## config.mk

```make
export PLATFORM = sky130hd
export DESIGN_NAME = shared_pwm_timer
export DESIGN_NICKNAME = d
export VERILOG_FILES = /design/src/rtl/pwm_timer_pkg.sv /design/src/rtl/pwm_tick_gen.sv /design/src/rtl/pwm_count_core.sv /design/src/rtl/pwm_chan_out.sv /design/src/rtl/shared_pwm_timer.sv
export SDC_FILE = /design/constraint.sdc
export NUM_CORES = 1
export LEC_CHECK = 0
export BUFFER_PORTS_ARGS = -buffer_cell sky130_fd_sc_hd__buf_2
export CAP_MARGIN = 20
export CORE_MARGIN = 4
export CORE_UTILIZATION = 30
export CTS_BUF_LIST = sky130_fd_sc_hd__clkbuf_16
export DETAILED_ROUTE_END_ITERATION = 16
export GPL_TIMING_DRIVEN = 0
export PLACE_DENSITY = 0.54
export SLEW_MARGIN = 0
export SYNTH_ARGS = -nofsm -noshare
export SYNTH_HDL_FRONTEND = slang
export SYNTH_SLANG_ARGS = --single-unit
```

## constraint.sdc

```tcl
create_clock -name clk -period 3.7 [get_ports clk]
set_input_delay 0.74 -clock clk [delete_from_list [all_inputs] [get_ports clk]]
set_output_delay 0.74 -clock clk [all_outputs]
set_load 0.01 [all_outputs]
```

## src/rtl/pwm_timer_pkg.sv

```systemverilog
// Package: shared constants for the PWM timer.
// Holds the register offsets that software decodes and the counter source codes.
package pwm_timer_pkg;

    typedef enum logic [1:0] {
        SRC_OFF = 2'd0,
        SRC_SYS = 2'd1,
        SRC_FIX = 2'd2,
        SRC_EXT = 2'd3
    } src_e;

    localparam logic [7:0] OFS_CTRL   = 8'h00;
    localparam logic [7:0] OFS_COUNT  = 8'h04;
    localparam logic [7:0] OFS_END    = 8'h08;
    localparam logic [7:0] OFS_CHMODE = 8'h0C;
    localparam logic [7:0] OFS_CHCMP  = 8'h10;
    localparam int         CH_STRIDE  = 8;
    localparam logic [7:0] OFS_START  = 8'h4C;
    localparam logic [7:0] OFS_IDLE   = 8'h5C;
    localparam logic [7:0] OFS_MASK   = 8'h60;
    localparam logic [7:0] OFS_INV    = 8'h70;

endpackage

```

## src/rtl/pwm_tick_gen.sv

```systemverilog
// Module: pwm_tick_gen
// Picks the counter tick source and divides it by 2^ps.
// Assumes: fix_tick is already in the clk domain. ext_clk is asynchronous,
// and its high and low phases each last at least two clk periods.
module pwm_tick_gen
    import pwm_timer_pkg::*;
#(
    parameter int PS_W = 3
) (
    input  logic            clk,
    input  logic            rst_n,
    input  src_e            src_sel,
    input  logic [PS_W-1:0] ps,
    input  logic            fix_tick,
    input  logic            ext_clk,
    output logic            cnt_tick
);
    localparam int PRE_W = (1 << PS_W) - 1;

    logic [2:0]       ext_sync;
    logic             ext_rise;
    logic             src_tick;
    logic [PRE_W-1:0] pre_cnt;
    logic [PRE_W-1:0] pre_limit;

    // Synchronise the external clock and keep one extra stage for edge detection.
    always_ff @(posedge clk) begin
        if (!rst_n) ext_sync <= '0;
        else        ext_sync <= {ext_sync[1:0], ext_clk};
    end

    assign ext_rise = ext_sync[1] & ~ext_sync[2];

    // Select the raw tick from the programmed source.
    always_comb begin
        case (src_sel)
            SRC_SYS: src_tick = 1'b1;
            SRC_FIX: src_tick = fix_tick;
            SRC_EXT: src_tick = ext_rise;
            default: src_tick = 1'b0;
        endcase
    end

    assign pre_limit = PRE_W'((32'd1 << ps) - 32'd1);

    // Prescaler: count raw ticks and release one in every 2^ps.
    always_ff @(posedge clk) begin
        if (!rst_n)                       pre_cnt <= '0;
        else if (src_tick) begin
            if (pre_cnt >= pre_limit)     pre_cnt <= '0;
            else                          pre_cnt <= pre_cnt + 1'b1;
        end
    end

    assign cnt_tick = src_tick && (pre_cnt >= pre_limit);
endmodule

```

## src/rtl/pwm_count_core.sv

```systemverilog
// Module: pwm_count_core
// Shared up-counter with double-buffered end and compare values.
// Assumes: shadow values come from the register file. They load at a wrap,
// or on every cycle while the counter is stopped.
module pwm_count_core #(
    parameter int CNT_W = 16,
    parameter int NCH   = 8
) (
    input  logic                      clk,
    input  logic                      rst_n,
    input  logic                      tick,
    input  logic                      stopped,
    input  logic [CNT_W-1:0]          start_val,
    input  logic [CNT_W-1:0]          end_sh,
    input  logic [NCH-1:0][CNT_W-1:0] cmp_sh,
    output logic [CNT_W-1:0]          cnt,
    output logic [CNT_W-1:0]          end_act,
    output logic [NCH-1:0][CNT_W-1:0] cmp_act,
    output logic                      wrap
);
    assign wrap = tick && (cnt >= end_act);

    // Advance the counter, or reload the start value at the end of a period.
    always_ff @(posedge clk) begin
        if (!rst_n)    cnt <= '0;
        else if (tick) cnt <= wrap ? start_val : cnt + 1'b1;
    end

    // Move the shadow values into the active set at a period boundary.
    always_ff @(posedge clk) begin
        if (!rst_n) begin
            end_act <= '0;
            cmp_act <= '0;
        end else if (wrap || stopped) begin
            end_act <= end_sh;
            cmp_act <= cmp_sh;
        end
    end
endmodule

```

## src/rtl/pwm_chan_out.sv

```systemverilog
// Module: pwm_chan_out
// One output stage: compare, mask to the idle level, invert, then register.
// Assumes: cmp is the active (buffered) compare value.
module pwm_chan_out #(
    parameter int CNT_W = 16
) (
    input  logic             clk,
    input  logic             rst_n,
    input  logic [CNT_W-1:0] cnt,
    input  logic [CNT_W-1:0] cmp,
    input  logic             pwm_mode,
    input  logic             masked,
    input  logic             idle_lvl,
    input  logic             invert,
    output logic             pwm
);
    logic level;

    // Pick the idle level when masked, otherwise the compare result.
    assign level = masked ? idle_lvl : (pwm_mode && (cnt < cmp));

    // Register the output so it never glitches.
    always_ff @(posedge clk) begin
        if (!rst_n) pwm <= 1'b0;
        else        pwm <= level ^ invert;
    end
endmodule

```

## src/rtl/shared_pwm_timer.sv

```systemverilog
// Module: shared_pwm_timer (top)
// Eight-channel edge-aligned PWM timer with a single shared counter.
// Holds the register file and wires the tick generator, the counter core
// and the per-channel output stages together.
// Assumes: a single-cycle write strobe, and read data taken combinationally.
module shared_pwm_timer
    import pwm_timer_pkg::*;
#(
    parameter int CNT_W  = 16,
    parameter int NCH    = 8,
    parameter int DATA_W = 32,
    parameter int ADDR_W = 8
) (
    input  logic              clk,
    input  logic              rst_n,
    input  logic              fix_tick,
    input  logic              ext_clk,
    input  logic              bus_wr,
    input  logic [ADDR_W-1:0] bus_addr,
    input  logic [DATA_W-1:0] bus_wdata,
    output logic [DATA_W-1:0] bus_rdata,
    output logic [NCH-1:0]    pwm_out
);
    localparam int PS_W      = 3;
    localparam int MODE_W    = 8;
    localparam int BIT_PWM_A = 5;
    localparam int BIT_PWM_B = 3;

    logic [DATA_W-1:0]            ctrl_q;
    logic [CNT_W-1:0]             end_q;
    logic [CNT_W-1:0]             start_q;
    logic [NCH-1:0][CNT_W-1:0]    cmp_q;
    logic [NCH-1:0][MODE_W-1:0]   mode_q;
    logic [NCH-1:0]               idle_q;
    logic [NCH-1:0]               mask_q;
    logic [NCH-1:0]               inv_q;

    logic                         cnt_tick;
    logic                         cnt_wrap;
    logic [CNT_W-1:0]             cnt_q;
    logic [CNT_W-1:0]             end_act;
    logic [NCH-1:0][CNT_W-1:0]    cmp_act;
    src_e                         src_sel;

    assign src_sel = src_e'(ctrl_q[4:3]);

    // Register writes; the counter address is read-only.
    always_ff @(posedge clk) begin
        if (!rst_n) begin
            ctrl_q  <= '0;
            end_q   <= '0;
            start_q <= '0;
            cmp_q   <= '0;
            mode_q  <= '0;
            idle_q  <= '0;
            mask_q  <= '1;
            inv_q   <= '0;
        end else if (bus_wr) begin
            case (bus_addr)
                OFS_CTRL:  ctrl_q  <= bus_wdata;
                OFS_END:   end_q   <= bus_wdata[CNT_W-1:0];
                OFS_START: start_q <= bus_wdata[CNT_W-1:0];
                OFS_IDLE:  idle_q  <= bus_wdata[NCH-1:0];
                OFS_MASK:  mask_q  <= bus_wdata[NCH-1:0];
                OFS_INV:   inv_q   <= bus_wdata[NCH-1:0];
                default: ;
            endcase
            for (int i = 0; i < NCH; i++) begin
                if (bus_addr == ADDR_W'(OFS_CHMODE + CH_STRIDE * i))
                    mode_q[i] <= bus_wdata[MODE_W-1:0];
                if (bus_addr == ADDR_W'(OFS_CHCMP + CH_STRIDE * i))
                    cmp_q[i] <= bus_wdata[CNT_W-1:0];
            end
        end
    end

    // Read path: the live count, or the stored value of the other registers.
    always_comb begin
        bus_rdata = '0;
        case (bus_addr)
            OFS_CTRL:  bus_rdata = ctrl_q;
            OFS_COUNT: bus_rdata = DATA_W'(cnt_q);
            OFS_END:   bus_rdata = DATA_W'(end_q);
            OFS_START: bus_rdata = DATA_W'(start_q);
            OFS_IDLE:  bus_rdata = DATA_W'(idle_q);
            OFS_MASK:  bus_rdata = DATA_W'(mask_q);
            OFS_INV:   bus_rdata = DATA_W'(inv_q);
            default: ;
        endcase
        for (int i = 0; i < NCH; i++) begin
            if (bus_addr == ADDR_W'(OFS_CHMODE + CH_STRIDE * i))
                bus_rdata = DATA_W'(mode_q[i]);
            if (bus_addr == ADDR_W'(OFS_CHCMP + CH_STRIDE * i))
                bus_rdata = DATA_W'(cmp_q[i]);
        end
    end

    pwm_tick_gen #(.PS_W(PS_W)) u_tick (
        .clk      (clk),
        .rst_n    (rst_n),
        .src_sel  (src_sel),
        .ps       (ctrl_q[PS_W-1:0]),
        .fix_tick (fix_tick),
        .ext_clk  (ext_clk),
        .cnt_tick (cnt_tick)
    );

    pwm_count_core #(.CNT_W(CNT_W), .NCH(NCH)) u_core (
        .clk       (clk),
        .rst_n     (rst_n),
        .tick      (cnt_tick),
        .stopped   (src_sel == SRC_OFF),
        .start_val (start_q),
        .end_sh    (end_q),
        .cmp_sh    (cmp_q),
        .cnt       (cnt_q),
        .end_act   (end_act),
        .cmp_act   (cmp_act),
        .wrap      (cnt_wrap)
    );

    for (genvar g = 0; g < NCH; g++) begin : g_ch
        pwm_chan_out #(.CNT_W(CNT_W)) u_out (
            .clk      (clk),
            .rst_n    (rst_n),
            .cnt      (cnt_q),
            .cmp      (cmp_act[g]),
            .pwm_mode (mode_q[g][BIT_PWM_A] & mode_q[g][BIT_PWM_B]),
            .masked   (mask_q[g]),
            .idle_lvl (idle_q[g]),
            .invert   (inv_q[g]),
            .pwm      (pwm_out[g])
        );
    end
endmodule


```

# Word level (Yosys, flattened, before mapping)
# Cells that the tools add are included.
# W data, S select, Z words.
# classes
n_bitwise,18
n_mux,28
n_addsub,3
magnitude_cmp,10
n_shift,1
reduce_logical,35
eq_ne,25
# ops
op,count
$mux W32,16
$pmux W32 S7,1
$lt A16 B16 Y1,8
$eq A8 B6 Y1 const B,8
$eq A8 B7 Y1 const B,7
$reduce_and A2 Y1,22
$eq A8 B5 Y1 const B,4
$add A16 B1 Y16 const B,1
$eq A8 B4 Y1 const B,2
$ge A16 B16 Y1,1
$mux W16,1
$logic_and A1 B1 Y1,10
$and A1 B1 Y1,9
$eq A8 B3 Y1 const B,1
$logic_not A8 Y1,1
$mux W1,8
$xor A1 B1 Y1,8
$add A7 B1 Y7 const B,1
$ge A7 B7 Y1,1
$mux W7,1
$shl A1 B3 Y7 const A,1
$sub A7 B1 Y7 const B,1
$eq A2 B2 Y1 const B,2
$pmux W1 S3,1
4 further kinds,4
# word_totals
ff_bits,458
wordCells,162
input_bits,45
out_inout_bits,40

# Depth between registers and ports, before layout
# Gate-level depths: netlist (run 1).
# depth
word_depth,18
ltp_mapped,19
ltp_nobuf,13

# Hierarchy
# Synthesis (run 1) repeated with hierarchy kept, for this count alone.
# hier_totals
cells_unflattened,3020
area_unflattened_um2,24706.2
# modules_own_cells
module,n_inst,area_per_inst_um2,cells_per_inst,seq_area_each_um2
shared_pwm_timer,1,13432.9,1645,5605.4
pwm_count_core,1,7124.3,813,3203.1
pwm_chan_out,8,444.2,62,20.0
pwm_tick_gen,1,595.6,66,200.2

# Least setup slack after synthesis (run 1)
# Ideal clock, no wire load.
# synth_path
path_kind,flip-flop to flip-flop
start,reg ctrl_q[0]
end,reg u_core.cmp_act[117] (netlist name)
arrival_time_ps,3302
synth_period_minus_slack_ps,3374
setup_time_ps,72
path_slack_ps,326
path_stages_with_launch,19
path_cell_list,dfxtp_1 clkbuf_1 or3_1 ha_1 buf_1 nor3_1 a21o_1 a21oi_1 ha_1 or2_2 nor2b_1 o21a_1 or2_1 buf_4 a21oi_4 buf_6 buf_8 buf_8 mux2i_1
# synth_between
elab_chain_len,6
# synth_lines
item,line_no,text
from (decl),shared_pwm_timer.sv:29,logic [DATA_W-1:0] ctrl_q;
from (signal assigned),shared_pwm_timer.sv:60,OFS_CTRL: ctrl_q <= bus_wdata;
$shl A1 B3 Y7,pwm_tick_gen.sv:44,assign pre_limit = PRE_W'((32'd1 << ps) - 32'd1);
$sub A7 B1 Y7,pwm_tick_gen.sv:44,
$ge A7 B7 Y1,pwm_tick_gen.sv:55,assign cnt_tick = src_tick && (pre_cnt >= pre_limit);
$logic_and A1 B1 Y1,pwm_tick_gen.sv:55,
$logic_and A1 B1 Y1,pwm_count_core.sv:21,assign wrap = tick && (cnt >= end_act);
$logic_or A1 B1 Y1,pwm_count_core.sv:34,end else if (wrap || stopped) begin
to (signal assigned),pwm_count_core.sv:36,cmp_act <= cmp_sh;
to (decl),pwm_count_core.sv:18,"output logic [NCH-1:0][CNT_W-1:0] cmp_act,"
# Every way passes these cells.
# A chain may end at the register's enable or synchronous reset.

# Worst setup path after layout (run 1)
# layout_path
start,in bus_addr[6]
end,out bus_rdata[12]
# layout_between
elab_chain_len,18
word_cells_on_any_way,40
# layout_lines
item,line_no,text
from (decl),shared_pwm_timer.sv:19,"input logic [ADDR_W-1:0] bus_addr,"
"$eq A8 B7 Y1, or another cell as far along",shared_pwm_timer.sv:80,case (bus_addr)
$pmux W32 S7,shared_pwm_timer.sv:80,
$mux W32,shared_pwm_timer.sv:91,if (bus_addr == ADDR_W'(OFS_CHMODE + CH_STRIDE * i))
$mux W32,shared_pwm_timer.sv:93,if (bus_addr == ADDR_W'(OFS_CHCMP + CH_STRIDE * i))
$mux W32,shared_pwm_timer.sv:91,
$mux W32,shared_pwm_timer.sv:93,
$mux W32,shared_pwm_timer.sv:91,
$mux W32,shared_pwm_timer.sv:93,
(+2 left out),-,
$mux W32,shared_pwm_timer.sv:91,
$mux W32,shared_pwm_timer.sv:93,
$mux W32,shared_pwm_timer.sv:91,
$mux W32,shared_pwm_timer.sv:93,
$mux W32,shared_pwm_timer.sv:91,
$mux W32,shared_pwm_timer.sv:93,
$mux W32,shared_pwm_timer.sv:91,
$mux W32 *,shared_pwm_timer.sv:93,
to (decl),shared_pwm_timer.sv:21,"output logic [DATA_W-1:0] bus_rdata,"
# Every way passes the cells marked *; elsewhere a longest branch is shown, timed or not.

==> impl_metrics.py, run 1 <==
metrics = {
    "layout": {
        "layout.nets": 3369,
        "area_growth_pct": 18.92,
        "final_cells": 4269,
        "drive_gt1_frac": 0.1162,
        "fillers": 8343,
    },
    "synth": {
        "synth_area_leaders": "dfxtp_1 (39%), nand2_1 (13%), mux2i_1 (7.9%)",
        "synth_top_area_frac": 0.3853,
        "yosysTopAreaCell": "dfxtp_1",
        "async_flop_share": 0,
        "ys_top_cells_by_count": "nand2_1 (818), dfxtp_1 (458), a21oi_1 (308), mux2i_1 (188), clkbuf_1 (149)",
        "ys.flop_type": "dfxtp_1",
        "syn-num-nets": 3187,
        "synth_cell_type_count": 83,
        "yosysWarnings": 0,
        "syn_avg_cell_area_um2": 7.943,
        "syn_area_um2": 23800,
        "ys_seq_elements": 458,
        "yosysMostFrequentCell": "nand2_1",
        "synthCells": 2996,
        "ys_seq_area_frac": 0.3853,
        "synth-edff-count": 0,
    },
    "power_and_ir_drop": {
        "p_int_w": 0.007857,
        "p_clk_frac": 0.478,
        "switchingPower_w": 0.002678,
        "p_leak_nw": 9.821,
        "seq_power_share": 0.469,
        "power_w": 0.01054,
        "vdd_drop_max_uv": 290.7,
        "power_density_nw_per_um2": 372.3,
        "swShare": 0.2542,
        "comb_power_share": 0.053,
    },
    "place": {
        "portBuffers": 82,
        "globalplace.congestion": 0.9803,
        "pre_cts_ws_ns": -1.029,
        "hpwl_mm": 79.85,
        "dp_cells": 4140,
    },
    "job": {
        "cap_violations": 0,
    },
    "sta": {
        "period_share": 1.030,
        "period_minus_slack_ns": 3.811,
        "clock_skew_ns": 0.01781,
        "fmax_ghz": 0.2624,
        "final-max-slew-violation-count": 0,
        "rsz0062_at_grt": "yes",
        "setup_viol": 5,
        "finalHoldViolations": 0,
        "tns_ns": -0.2106,
        "hold_ws_ns": 0.3427,
        "maxSlewHeadroom": 0.1946,
        "worst_pin_slew_ns": 1.208,
        "setup_ws_ns": -0.1112,
    },
    "drt": {
        "wl_mm": 105.9,
        "vias": 23260,
        "drt_iter0_drc": 2930,
        "final_antenna_net_count": 0,
        "drc_errors": 0,
        "wl_per_cell_um": 24.81,
        "drt-vias-per-instance": 5.449,
        "firstDrtPassIters": 8,
    },
    "critical_path": {
        "crit_buf_inv": 4,
        "rrSetupSlack_ns": 0.19,
        "start_kind": "input pin",
        "critical_path.top_delay_family": "compound AO/OA/AOI/OAI gates",
        "critPathKind": "input pin to output pin",
        "arrival_ns": 3.07,
        "cp_slowest_cell": "a222oi_1",
        "endpoint_kind": "output pin",
        "path_cells": "buf_2 -> or4b_4 -> buf_6 -> nor2_4 -> buf_6 -> a222oi_1 -> nand2_1 -> a221oi_4 -> nand3_2 -> buf_2",
        "critPathMaxFanout": 8,
        "crit_required_ns": 2.96,
        "cp_slowest_stage_delay_ns": 0.75,
    },
    "cts": {
        "clk_path_buf_depth": 3,
        "clock_sink_count": 458,
        "clk_latency_ns": 0.62,
        "htree_levels": 2,
        "cts_tree": "done",
        "clk_pin_slew_worst_paths_ns": 0.06,
        "cts-root-buf": "clkbuf_16",
        "numCtsBuffers": 53,
    },
    "status": {
        "violations": "negative setup slack",
        "outcome": "finished, violations left",
    },
    "global_route": {
        "antenna_found_initial": 4,
        "globalRoute.totalOverflow": 0,
        "grt_pass1_vias": 21340,
        "grt_max_degree": 17,
        "track_usage": 0.2458,
        "grt_pass1_wl_mm": 150.4,
    },
    "die": {
        "core_um2": 78740,
        "die_area_um2": 83900,
        "ios": 85,
        "start_util": 0.3022,
        "die_x_um": 289.7,
        "fp.dieH_um": 289.7,
        "std_cell_rows": 103,
    },
    "hold_path": {
        "holdCritPathClass": "input pin to flip-flop",
    },
}
final timing paths:
kind | start | endpoint | cells past startpoint
worst max-delay path | bus_addr[6] | bus_rdata[12] | 10
worst min-delay path | ext_clk | u_tick.ext_sync[0] | 2
worst max register to register | ctrl_q[0] | u_core.cmp_act[116] | 16
worst min register to register | u_tick.ext_sync[0] | u_tick.ext_sync[1] | 1
cell families after synthesis:
kind of cell               count (synthesis)  synth area share
AOI/OAI and AO/OA                        566            0.1504
xor gates and xnor gates                   8          0.002944
adders and majority gates                146           0.07676
buffers and inverters                    377           0.07003
DFF                                      458            0.3853
muxes                                    189           0.07955
and+or+nand+nor                         1252            0.2350
metrics by stage:
step                      cell area [µm²]    util
final                               28300  0.3594
after global routing                28300  0.3594
after CTS                           27990  0.3554
after detailed placement            25820  0.3280
after global placement              25520  0.3241
after floorplan                     23800       -
final cells by class:
cell class / instances / area [µm²] / area share
diodes: 1 / 2.502 / 0.00008843
plain buffers: 225 / 1277 / 0.04514
clock buffers: 53 / 1326 / 0.04687
clock inverters: 42 / 272.8 / 0.009638
inverters: 146 / 548.0 / 0.01937
multi-input cells: 2161 / 13310 / 0.4702
flip-flops and latches: 458 / 9175 / 0.3242
well taps: 1050 / 1314 / 0.04642
repair buffers: 133 / 1079 / 0.03811
worst register-to-register path: cells and delay by family (launching register included):
family / cells / cell delay, ns
AND/OR/NAND/NOR: 5 / 1.19
flip-flops: 1 / 0.38
adder cells (fa/ha/maj): 2 / 0.41
buffers and inverters: 4 / 0.73
multiplexers: 1 / 0.21
AO/OA/AOI/OAI: 4 / 0.50
timing repair:
item | in CTS | in global routing
hold buffers | 0 | 0
endpoints found under the setup margin | 175 | 174
gates resized for setup | 90 | 58
setup buffers | 27 | 10
cloned | 1 | 0
pin swaps | 20 | 24
per-layer routing:
metal / global-route usage / up-vias / routed length, µm
met5: 0 / - / 25
li1: - / 10750 / -
met4: 0.1003 / 4 / 5499
met2: 0.3716 / 1181 / 44700
met3: 0.04627 / 257 / 10240
met1: 0.3443 / 11070 / 45460
sequential cells by signal, summed over array words and instances, names as in the netlist:
signal / flops
start_q: 16
u_core.cmp_act: 128
cmp_q: 128
inv_q: 8
end_q: 16
ctrl_q: 32
u_tick.ext_sync: 3
u_core.end_act: 16
mode_q: 64
g_ch.u_out.pwm: 8
mask_q: 8
idle_q: 8
u_tick.pre_cnt: 7
u_core.cnt: 16
placed cells by master (no fill, tap or decap), types with 10 or more instances in the layout:
master / instances
a21o_1: 12
a21oi_1: 306
a222oi_1: 23
a22oi_1: 37
and3_1: 29
buf_16: 10
buf_2: 101
buf_4: 64
buf_6: 17
clkbuf_1: 135
clkbuf_16: 54
clkinv_2: 13
dfxtp_1: 453
ha_1: 145
inv_1: 158
mux2i_1: 188
nand2_1: 815
nand2b_1: 24
nand3_1: 135
nand4_1: 52
nor2_1: 68
nor2_4: 10
nor2b_1: 11
nor3_1: 23
o2111ai_1: 16
o211ai_1: 11
o21a_1: 12
o21ai_0: 35
o221ai_1: 11
o22ai_1: 11
or3_1: 10
power groups by stage:
stage               registers [W]  logic (W)  clock network [W]
floorplan                 0.00505   0.000237                  0
global placement          0.00505   0.000488                  0
detailed placement        0.00505   0.000487                  0
CTS                       0.00494   0.000520            0.00509
global route              0.00494   0.000571            0.00529
finish                    0.00494   0.000559            0.00503
Power figures use the tool's default switching activity.
==> run 2, diff against run 1 <==
ABC_CLOCK_PERIOD_IN_PS = 3700   (was unset)
CORE_MARGIN = 3   (was 4)
RECOVER_POWER = 50   (was unset)
==> impl_metrics.py, run 2 (synthesis gave the netlist of run 1 again) <==
metrics = {
    "layout": {
        "drive_gt1_frac": 0.1081,
        "multi_input_area_um2": 13210,
        "top_regs": "cmp_q (128), u_core.cmp_act (128), mode_q (64)",
        "area_growth_pct": 18.70,
        "mostFrequentLayoutCells": "nand2_1 (818), dfxtp_1 (454), a21oi_1 (307)",
        "ff_latch_area_um2": 9174,
        "layout.nets": 3366,
        "final_common_cell": "nand2_1",
        "fillers": 8193,
    },
    "critical_path": {
        "critPathKind": "input pin to output pin",
        "start_kind": "input pin",
        "cpMostUsedCell": "buf_6",
        "endpoint_kind": "output pin",
        "cp_slowest_stage_delay_ns": 0.69,
        "cp_slowest_cell": "a222oi_1",
        "arrival_ns": 3.08,
        "path_cells": "clkbuf_4 -> or4_1 -> buf_6 -> nor2_4 -> buf_6 -> a222oi_1 -> nand2_1 -> a221oi_2 -> nand3_2 -> buf_2",
        "crit_required_ns": 2.96,
        "critPathMaxFanout": 10,
    },
    "cts": {
        "htree_levels": 2,
        "clk_pin_slew_worst_paths_ns": 0.06,
        "postCtsHoldBufs": 0,
        "numCtsBuffers": 54,
        "clk_path_buf_depth": 3,
        "cts-root-buf": "clkbuf_16",
        "cts_tree": "done",
        "clock_sink_count": 458,
        "clk_latency_ns": 0.62,
    },
    "power_and_ir_drop": {
        "seq_power_share": 0.457,
        "switchingPower_w": 0.002704,
        "p_int_w": 0.008103,
        "vdd_drop_max_uv": 329.2,
        "p_clk_frac": 0.493,
        "comb_power_share": 0.050,
        "swShare": 0.2502,
        "power_w": 0.01081,
        "power_density_nw_per_um2": 382.6,
        "p_leak_nw": 9.773,
    },
    "drt": {
        "firstDrtPassIters": 7,
        "wl_per_cell_um": 24.41,
        "wl_mm": 104.0,
        "drt-vias-per-instance": 5.449,
        "vias": 23220,
        "drt_iter0_drc": 2968,
        "drc_errors": 0,
        "final_antenna_net_count": 0,
    },
    "die": {
        "ios": 85,
        "fp.dieH_um": 287.7,
        "die_area_um2": 82740,
        "std_cell_rows": 102,
        "core_um2": 77980,
        "start_util": 0.3052,
        "die_x_um": 287.7,
    },
    "sta": {
        "setup_ws_ns": -0.1191,
        "clock_skew_ns": 0.01889,
        "period_share": 1.032,
        "maxSlewHeadroom": 0.1772,
        "finalHoldViolations": 0,
        "final-max-slew-violation-count": 0,
        "rsz0062_at_grt": "yes",
        "worst_pin_slew_ns": 1.234,
        "tns_ns": -0.2447,
        "fmax_ghz": 0.2618,
        "period_minus_slack_ns": 3.819,
        "setup_viol": 8,
    },
    "place": {
        "globalplace.congestion": 1.018,
        "portBuffers": 82,
        "hpwl_mm": 78.57,
    },
    "status": {
        "outcome": "finished, violations left",
        "violations": "negative setup slack",
    },
    "global_route": {
        "grt_max_degree": 17,
        "globalRoute.totalOverflow": 0,
        "grt_pass1_vias": 21100,
        "antenna_found_initial": 5,
        "grt_pass1_wl_mm": 147.8,
        "track_usage": 0.2436,
    },
    "hold_path": {
        "holdCritPathClass": "input pin to flip-flop",
    },
    "job": {
        "cap_violations": 0,
    },
}
## run 2: changes by cell type in the layout (fill, tap and decap cells not counted), sizes merged
cell / previous run / this run
buf: 210 / 190
bufinv: 3 / 4
clkbuf: 201 / 220
clkinv: 22 / 18
diode: 1 / 3
inv: 159 / 162
nor2: 81 / 82
## run 2: what timing repair did
item	CTS	global route
pin swaps	23	24
setup buffers	21	14
cloned	1	0
gates resized for setup	80	46
setup endpoints to repair	175	116
## run 2: power groups by stage
| stage | Combinational [W] | Clock (W) | Sequential [W] |
|---|---|---|---|
| 3_3_place_gp | 0.000482 | 0 | 0.00505 |
| 4_1_cts | 0.000503 | 0.00540 | 0.00494 |
| 2_1_floorplan | 0.000237 | 0 | 0.00505 |
| 5_1_grt | 0.000552 | 0.00560 | 0.00494 |
| 6_report | 0.000541 | 0.00532 | 0.00494 |
| 3_5_place_dp | 0.000478 | 0 | 0.00505 |
## run 2: final cells by class
type / count / area share
multi-input combinational: 2162 / 0.4678
clock inverter: 42 / 0.01094
clock buffer: 57 / 0.05049
buffer: 224 / 0.04420
tap: 1040 / 0.04606
inverter: 146 / 0.01940
timing repair buffer: 129 / 0.03610
sequential: 458 / 0.3248
antenna: 3 / 0.0002658
## run 2: critical path: cells and delay by family
kind / cells / cell delay [ns]
buf+inv: 4 / 0.72
simple gates: 4 / 0.63
compound gates: 2 / 0.96
## run 2: through the flow
step           std cells    util  cell area, µm²  setup WS [ns]  hold slack [ns]
5_1_grt             4258  0.3622           28240       -0.06285           0.3510
4_1_cts             4245  0.3588           27980       0.001241           0.3313
2_1_floorplan       2996       -           23800         0.3263           0.4119
3_5_place_dp        4130  0.3311           25820        -0.8611           0.4187
3_3_place_gp        4118  0.3271           25510        -0.8701           0.4153
6_report            4261  0.3623           28250        -0.1191           0.3540
## run 2: worst paths after layout
| path | slack [ns] | to | cells past startpoint | start |
|---|---|---|---|---|
| worst max register to register | 0.19 | u_core.cmp_act[124] | 16 | ctrl_q[0] |
| worst max-delay path | -0.12 | bus_rdata[11] | 10 | bus_addr[1] |
| worst min register to register | 0.44 | u_tick.ext_sync[1] | 1 | u_tick.ext_sync[0] |
| worst min-delay path | 0.35 | u_tick.ext_sync[0] | 2 | ext_clk |
## run 2: metal layers
layer,up-vias,global-route usage,share of wire
met4,0,0.1136,0.053
met5,-,0,0
met2,1268,0.3629,0.42
li1,10750,-,-
met1,10960,0.3391,0.43
met3,236,0.04481,0.10
